==> src/rtl/usb_evt_pkg.sv <==
package usb_evt_pkg;
  localparam int EVT_W  = 5;
  localparam int FLAG_W = 8;
  localparam int TOK_W  = 2;
  localparam int FLD_W  = 4;

  localparam int EV_BUS  = 0;
  localparam int EV_XFER = 1;
  localparam int EV_SUSP = 2;
  localparam int EV_SOF  = 3;
  localparam int EV_OVF  = 4;

  localparam int BIT_IDLE = 5;
  localparam int BIT_TOG  = 6;
  localparam int BIT_NAK  = 7;

  typedef struct packed {
    logic             nak;
    logic             tog_ok;
    logic [TOK_W-1:0] token;
    logic [FLD_W-1:0] field;
  } xfer_stat_t;
endpackage

==> src/rtl/evt_flag_bank.sv <==
module evt_flag_bank #(
  parameter int NUM_EVT = 5
) (
  input  logic               clk,
  input  logic               rst,
  input  logic [NUM_EVT-1:0] ev_pulse,
  input  logic               clr_wr,
  input  logic [NUM_EVT-1:0] clr_mask,
  input  logic               clear_all,
  output logic [NUM_EVT-1:0] flags_d,
  output logic [NUM_EVT-1:0] flags_q
);
  for (genvar i = 0; i < NUM_EVT; i++) begin : g_flag
    logic sw_clr;
    assign sw_clr = clr_wr & clr_mask[i];
    // a hardware set beats a software clear; clear-all beats both
    assign flags_d[i] = clear_all ? 1'b0 : (ev_pulse[i] | (flags_q[i] & ~sw_clr));

    always_ff @(posedge clk) begin
      if (rst) flags_q[i] <= 1'b0;
      else     flags_q[i] <= flags_d[i];
    end
  end

  assert_set_wins_R4: assert property (@(posedge clk) disable iff (rst)
    (!clear_all && ev_pulse != '0) |=> ((flags_q & $past(ev_pulse)) == $past(ev_pulse)));

  assert_w1c_R3: assert property (@(posedge clk) disable iff (rst)
    (clr_wr && !clear_all) |=> ((flags_q & $past(clr_mask) & ~$past(ev_pulse)) == '0));

  assert_clear_all_R9: assert property (@(posedge clk) disable iff (rst)
    clear_all |=> (flags_q == '0));

  assert_sticky_R2: assert property (@(posedge clk) disable iff (rst)
    (!clear_all && !clr_wr) |=> ((flags_q & $past(flags_q)) == $past(flags_q)));
endmodule

==> src/rtl/evt_status_cap.sv <==
module evt_status_cap
  import usb_evt_pkg::*;
(
  input  logic       clk,
  input  logic       rst,
  input  logic       capture,
  input  xfer_stat_t stat_in,
  output xfer_stat_t stat_q
);
  always_ff @(posedge clk) begin
    if (rst)          stat_q <= '0;
    else if (capture) stat_q <= stat_in;
  end

  assert_status_hold_R6: assert property (@(posedge clk) disable iff (rst)
    !capture |=> $stable(stat_q));
endmodule

==> src/rtl/evt_irq_gen.sv <==
module evt_irq_gen #(
  parameter int NUM_EVT = 5
) (
  input  logic               clk,
  input  logic               rst,
  input  logic               en_wr,
  input  logic [NUM_EVT-1:0] en_wr_data,
  input  logic [NUM_EVT-1:0] flags_q,
  input  logic               xfer_flag_d,
  input  logic               xfer_flag_q,
  input  logic               busy_mode,
  input  logic               clear_all,
  output logic [NUM_EVT-1:0] en_q,
  output logic               irq,
  output logic               hold,
  output logic               flush
);
  always_ff @(posedge clk) begin
    if (rst) begin
      en_q  <= '0;
      irq   <= 1'b0;
      hold  <= 1'b0;
      flush <= 1'b0;
    end else begin
      if (en_wr) en_q <= en_wr_data;
      irq   <= |(flags_q & en_q);
      hold  <= busy_mode & xfer_flag_d;
      flush <= clear_all;
    end
  end

  assert_irq_quiet_R7: assert property (@(posedge clk) disable iff (rst)
    (flags_q == '0) |=> !irq);

  assert_hold_off_R8: assert property (@(posedge clk) disable iff (rst)
    !busy_mode |=> !hold);

  assert_hold_flag_R8: assert property (@(posedge clk) disable iff (rst)
    hold |-> xfer_flag_q);
endmodule

==> src/rtl/usb_evt_irq_unit.sv <==
module usb_evt_irq_unit
  import usb_evt_pkg::*;
#(
  parameter int NUM_EVT = EVT_W
) (
  input  logic               clk,
  input  logic               rst,
  input  logic [NUM_EVT-1:0] ev_pulse,
  input  logic [TOK_W-1:0]   token,
  input  logic [FLD_W-1:0]   ep_or_pid,
  input  logic               tog_ok,
  input  logic               nak_seen,
  input  logic               engine_idle,
  input  logic               flag_clr_wr,
  input  logic [NUM_EVT-1:0] flag_clr_mask,
  input  logic               en_wr,
  input  logic [NUM_EVT-1:0] en_wr_data,
  input  logic               clear_all,
  input  logic               busy_mode,
  output logic [FLAG_W-1:0]  flag_reg,
  output logic [NUM_EVT-1:0] enable_reg,
  output logic [FLAG_W-1:0]  status_reg,
  output logic               irq,
  output logic               hold_xfer,
  output logic               fifo_flush_req
);
  logic [NUM_EVT-1:0] flags_d, flags_q;
  logic               idle_q;
  xfer_stat_t         stat_in, stat_q;

  always_ff @(posedge clk) begin
    if (rst) idle_q <= 1'b1;
    else     idle_q <= engine_idle;
  end

  evt_flag_bank #(.NUM_EVT(NUM_EVT)) u_flags (
    .clk      (clk),
    .rst      (rst),
    .ev_pulse (ev_pulse),
    .clr_wr   (flag_clr_wr),
    .clr_mask (flag_clr_mask),
    .clear_all(clear_all),
    .flags_d  (flags_d),
    .flags_q  (flags_q)
  );

  assign stat_in = '{nak: nak_seen, tog_ok: tog_ok, token: token, field: ep_or_pid};

  evt_status_cap u_stat (
    .clk    (clk),
    .rst    (rst),
    .capture(ev_pulse[EV_XFER]),
    .stat_in(stat_in),
    .stat_q (stat_q)
  );

  evt_irq_gen #(.NUM_EVT(NUM_EVT)) u_irq (
    .clk        (clk),
    .rst        (rst),
    .en_wr      (en_wr),
    .en_wr_data (en_wr_data),
    .flags_q    (flags_q),
    .xfer_flag_d(flags_d[EV_XFER]),
    .xfer_flag_q(flags_q[EV_XFER]),
    .busy_mode  (busy_mode),
    .clear_all  (clear_all),
    .en_q       (enable_reg),
    .irq        (irq),
    .hold       (hold_xfer),
    .flush      (fifo_flush_req)
  );

  always_comb begin
    flag_reg                 = '0;
    flag_reg[NUM_EVT-1:0]    = flags_q;
    flag_reg[BIT_IDLE]       = idle_q;
    flag_reg[BIT_TOG]        = stat_q.tog_ok;
    flag_reg[BIT_NAK]        = stat_q.nak;
  end

  assign status_reg = stat_q;
endmodule

==> config.mk <==
export PLATFORM = sky130hd
export DESIGN_NAME = usb_evt_irq_unit
export DESIGN_NICKNAME = d
export VERILOG_FILES = /design/src/rtl/usb_evt_pkg.sv /design/src/rtl/evt_flag_bank.sv /design/src/rtl/evt_status_cap.sv /design/src/rtl/evt_irq_gen.sv /design/src/rtl/usb_evt_irq_unit.sv
export SDC_FILE = /design/constraint.sdc
export NUM_CORES = 1
export LEC_CHECK = 0
export ABC_AREA = 0
export CORE_MARGIN = 1
export CORE_UTILIZATION = 52
export CTS_BUF_LIST = sky130_fd_sc_hd__clkbuf_16
export CTS_CLUSTER_DIAMETER = 150
export CTS_CLUSTER_SIZE = 10
export DETAILED_ROUTE_END_ITERATION = 6
export DONT_BUFFER_PORTS = 1
export GPL_TIMING_DRIVEN = 0
export PLACE_DENSITY = 0.7
export SYNTH_ARGS = -nofsm -noshare
export SYNTH_HDL_FRONTEND = slang
export SYNTH_SLANG_ARGS = --single-unit
==> constraint.sdc <==
create_clock -name clk -period 0.9 [get_ports clk]
set_clock_uncertainty 0.1 [all_clocks]
set_input_delay 0.225 -clock clk [delete_from_list [all_inputs] [get_ports clk]]
set_output_delay 0.225 -clock clk [all_outputs]
set_load 0.01 [all_outputs]
==> flow_metrics.py <==
metrics = {
    "timing": {
        "period_share": 1.17,
        "fin_ws_ns": -0.155,
        "tightest_slew_ns": 0.287,
        "period_needed_ns": 1.06,
        "holdWs_ns": -0.0276,
        "rsz0062_at_grt": "true",
        "slew_headroom": 0.809,
        "fmax_mhz": 948,
        "slew_violations": 0,
        "finalSetupViolations": 25,
        "hold_viol": 1,
    },
    "flow_run": {
        "maxCapViolCount": 0,
    },
    "setup_path": {
        "reg2reg_to": "u_irq.irq",
        "r2r_setup_slack_ns": -0.12,
        "crit_cells": 1,
        "crit_end": "status_reg[7]",
        "cp_max_fo": 3,
        "critPathMaxStageDelay_ns": 0.36,
        "required_ns": 0.57,
        "crit_family": "flip-flops",
        "critPathCaptureType": "output pin",
        "reg2reg_depth": 2,
        "critical_path_buf_inv_count": 1,
        "crit_path_cell_trace": "buf_6",
        "reg2reg_from": "u_irq.en_q[4]",
        "worstPathArrival_ns": 0.73,
        "critPathSlowestCell": "dfxtp_4",
        "startpoint": "u_stat.stat_q[7]",
        "worst-setup-path-type": "reg2out",
        "cp-start-kind": "flop",
    },
    "placed_design": {
        "dp_slack_ns": -0.102,
        "hpwl_um": 1130,
        "dp.cells": 88,
        "portBuffers": 0,
        "gp_congestion": 0.644,
    },
    "routing": {
        "wl_um": 1730,
        "dr.pass1.iters": 5,
        "route.vias.total": 559,
        "drcViolationCount": 0,
        "final_antenna_net_count": 0,
        "drtIter0Drc": 14,
        "viasPerCell": 5.76,
        "wire_per_inst_um": 17.8,
    },
    "clock_network": {
        "clock-sinks": 22,
        "cts_setup_buffers": 0,
        "ctsLongestPathBuffers": 2,
        "cts_made_buffers": 3,
        "insertion_delay_ns": 0.25,
        "root_buffer": "clkbuf_16",
        "cts_tree": "yes",
        "htree_levels": 1,
        "cts.clk_slew.worst_paths_ns": 0.06,
    },
    "power": {
        "ir_worst_vdd_uv": 1530,
        "power.share.switching": 0.192,
        "pwr-share-clk": 0.492,
        "leakage_nw": 0.477,
        "power_switching_uw": 479,
        "p_comb_frac": 0.070,
        "powerDensity_nw_per_um2": 2300,
        "power_frac_seq": 0.438,
        "p_int_mw": 2.01,
    },
    "floorplan": {
        "rows": 13,
        "coreArea_sq_um": 1380,
        "dieArea_sq_um": 1740,
        "start_util": 0.595,
        "fp.dieH_um": 41.8,
        "io_pins": 54,
        "die_w_um": 41.8,
    },
    "synth": {
        "synth_area_leader_cell": "dfxtp_1",
        "syn_area_per_cell_sq_um": 11.3,
        "ys_top_cells_by_area": "dfxtp_1 54%, mux2i_1 16%, nor2_1 5.9%, a21boi_0 4.6%, buf_4 4.6%",
        "synth_area_sq_um": 822,
        "seq_area_frac_synth": 0.536,
        "synth_top_area_frac": 0.536,
        "synthesis.nets": 103,
        "synth_warnings": 0,
        "ys_types": 14,
        "syn_inst": 73,
        "synth-seq-cells": 22,
    },
    "status": {
        "outcome": "complete, but fails checks",
        "violations": "hold timing, setup timing",
    },
    "global_routing": {
        "antenna_found_initial": 0,
        "grt_pass1_wl_um": 2650,
        "grt_max_degree": 14,
        "grt-ovfl-total": 0,
        "grt_pass1_vias": 567,
        "grt_usage": 0.206,
    },
    "layout": {
        "n_antenna_cell": 0,
        "layout_common_cells": "13 x mux2i_1, 13 x nor2_1, 12 x dfxtp_2",
        "final_core_util": 0.781,
        "nets": 113,
        "fin_cells": 97,
        "area_delta_synth_final_pct": 31.4,
        "layout-drive-gt1-share": 0.451,
    },
    "worst_hold_path": {
        "hold_class": "in2reg",
        "hp-start": "engine_idle",
    },
}
[logic make-up after synthesis]
logic type / after synthesis / share of synthesized area
multiplexers: 13 / 0.158
flip-flops: 22 / 0.536
buffers and inverters: 8 / 0.0868
AND/OR/NAND/NOR: 16 / 0.0883
AO/OA/AOI/OAI: 14 / 0.131
[state kept, by name, summed over array words and instances, names as in the netlist]
register	count
u_flags.flags_q	5
u_irq.hold	1
idle_q	1
u_irq.en_q	5
u_irq.irq	1
u_stat.stat_q	8
u_irq.flush	1
[timing repair]
action                                 in CTS  in global routing
setup endpoints to repair                  28                 30
endpoints found under the hold margin       4                  3
resized for setup                          33                  8
pin swaps                                   1                  2
hold buffers                                3                  2
[how the worst min path moves through the flow]
stage | end | cells after the start
final | idle_q | 1
after global routing | idle_q | 1
after CTS | idle_q | 1
after detailed placement | idle_q | 1
after global placement | idle_q | 1
after floorplan | idle_q | 1
[synthesized netlist by cell type (all sizes together)]
library cell  instances
a21boi                5
o211a                 1
mux2i                13
a21oi                 1
or2                   1
a222oi                1
buf                   8
nor2b                 1
a22oi                 1
dfxtp                22
o21a                  5
nor2                 14
[layer usage]
metal	vias up	global-route usage	part of all wire
met5	-	0	0
met4	0	0.116	0.0069
met3	2	0.0478	0.058
met2	31	0.350	0.55
met1	264	0.234	0.38
li1	262	-	-
[metrics by stage]
stage	TNS, ns	power (mW)	instance area [sq um]	hold slack, ns
floorplan	-0.0476	1.23	823	0.229
global placement	-0.100	1.25	842	0.229
detailed placement	-0.139	1.26	842	0.231
CTS	-1.50	2.50	1040	-0.0319
global route	-1.85	2.57	1080	-0.0308
finish	-1.41	2.49	1080	-0.0276
[layout make-up]
cell class	instances	area, sq um
clock inverters	1	30.0
flip-flops and latches	22	493
repair buffers	5	55.1
plain buffers	8	86.3
well taps	15	18.8
clock buffers	3	75.1
multi-input cells	43	322
fillers	95	303
[power by group through the flow]
stage               combinational, mW  clock, mW  sequential, mW
detailed placement              0.146          0            1.11
floorplan                       0.130          0            1.10
finish                          0.174       1.22            1.09
CTS                             0.164       1.24            1.09
global placement                0.142          0            1.11
global route                    0.192       1.29            1.09
Note: power is estimated with default switching activity, not from simulation.
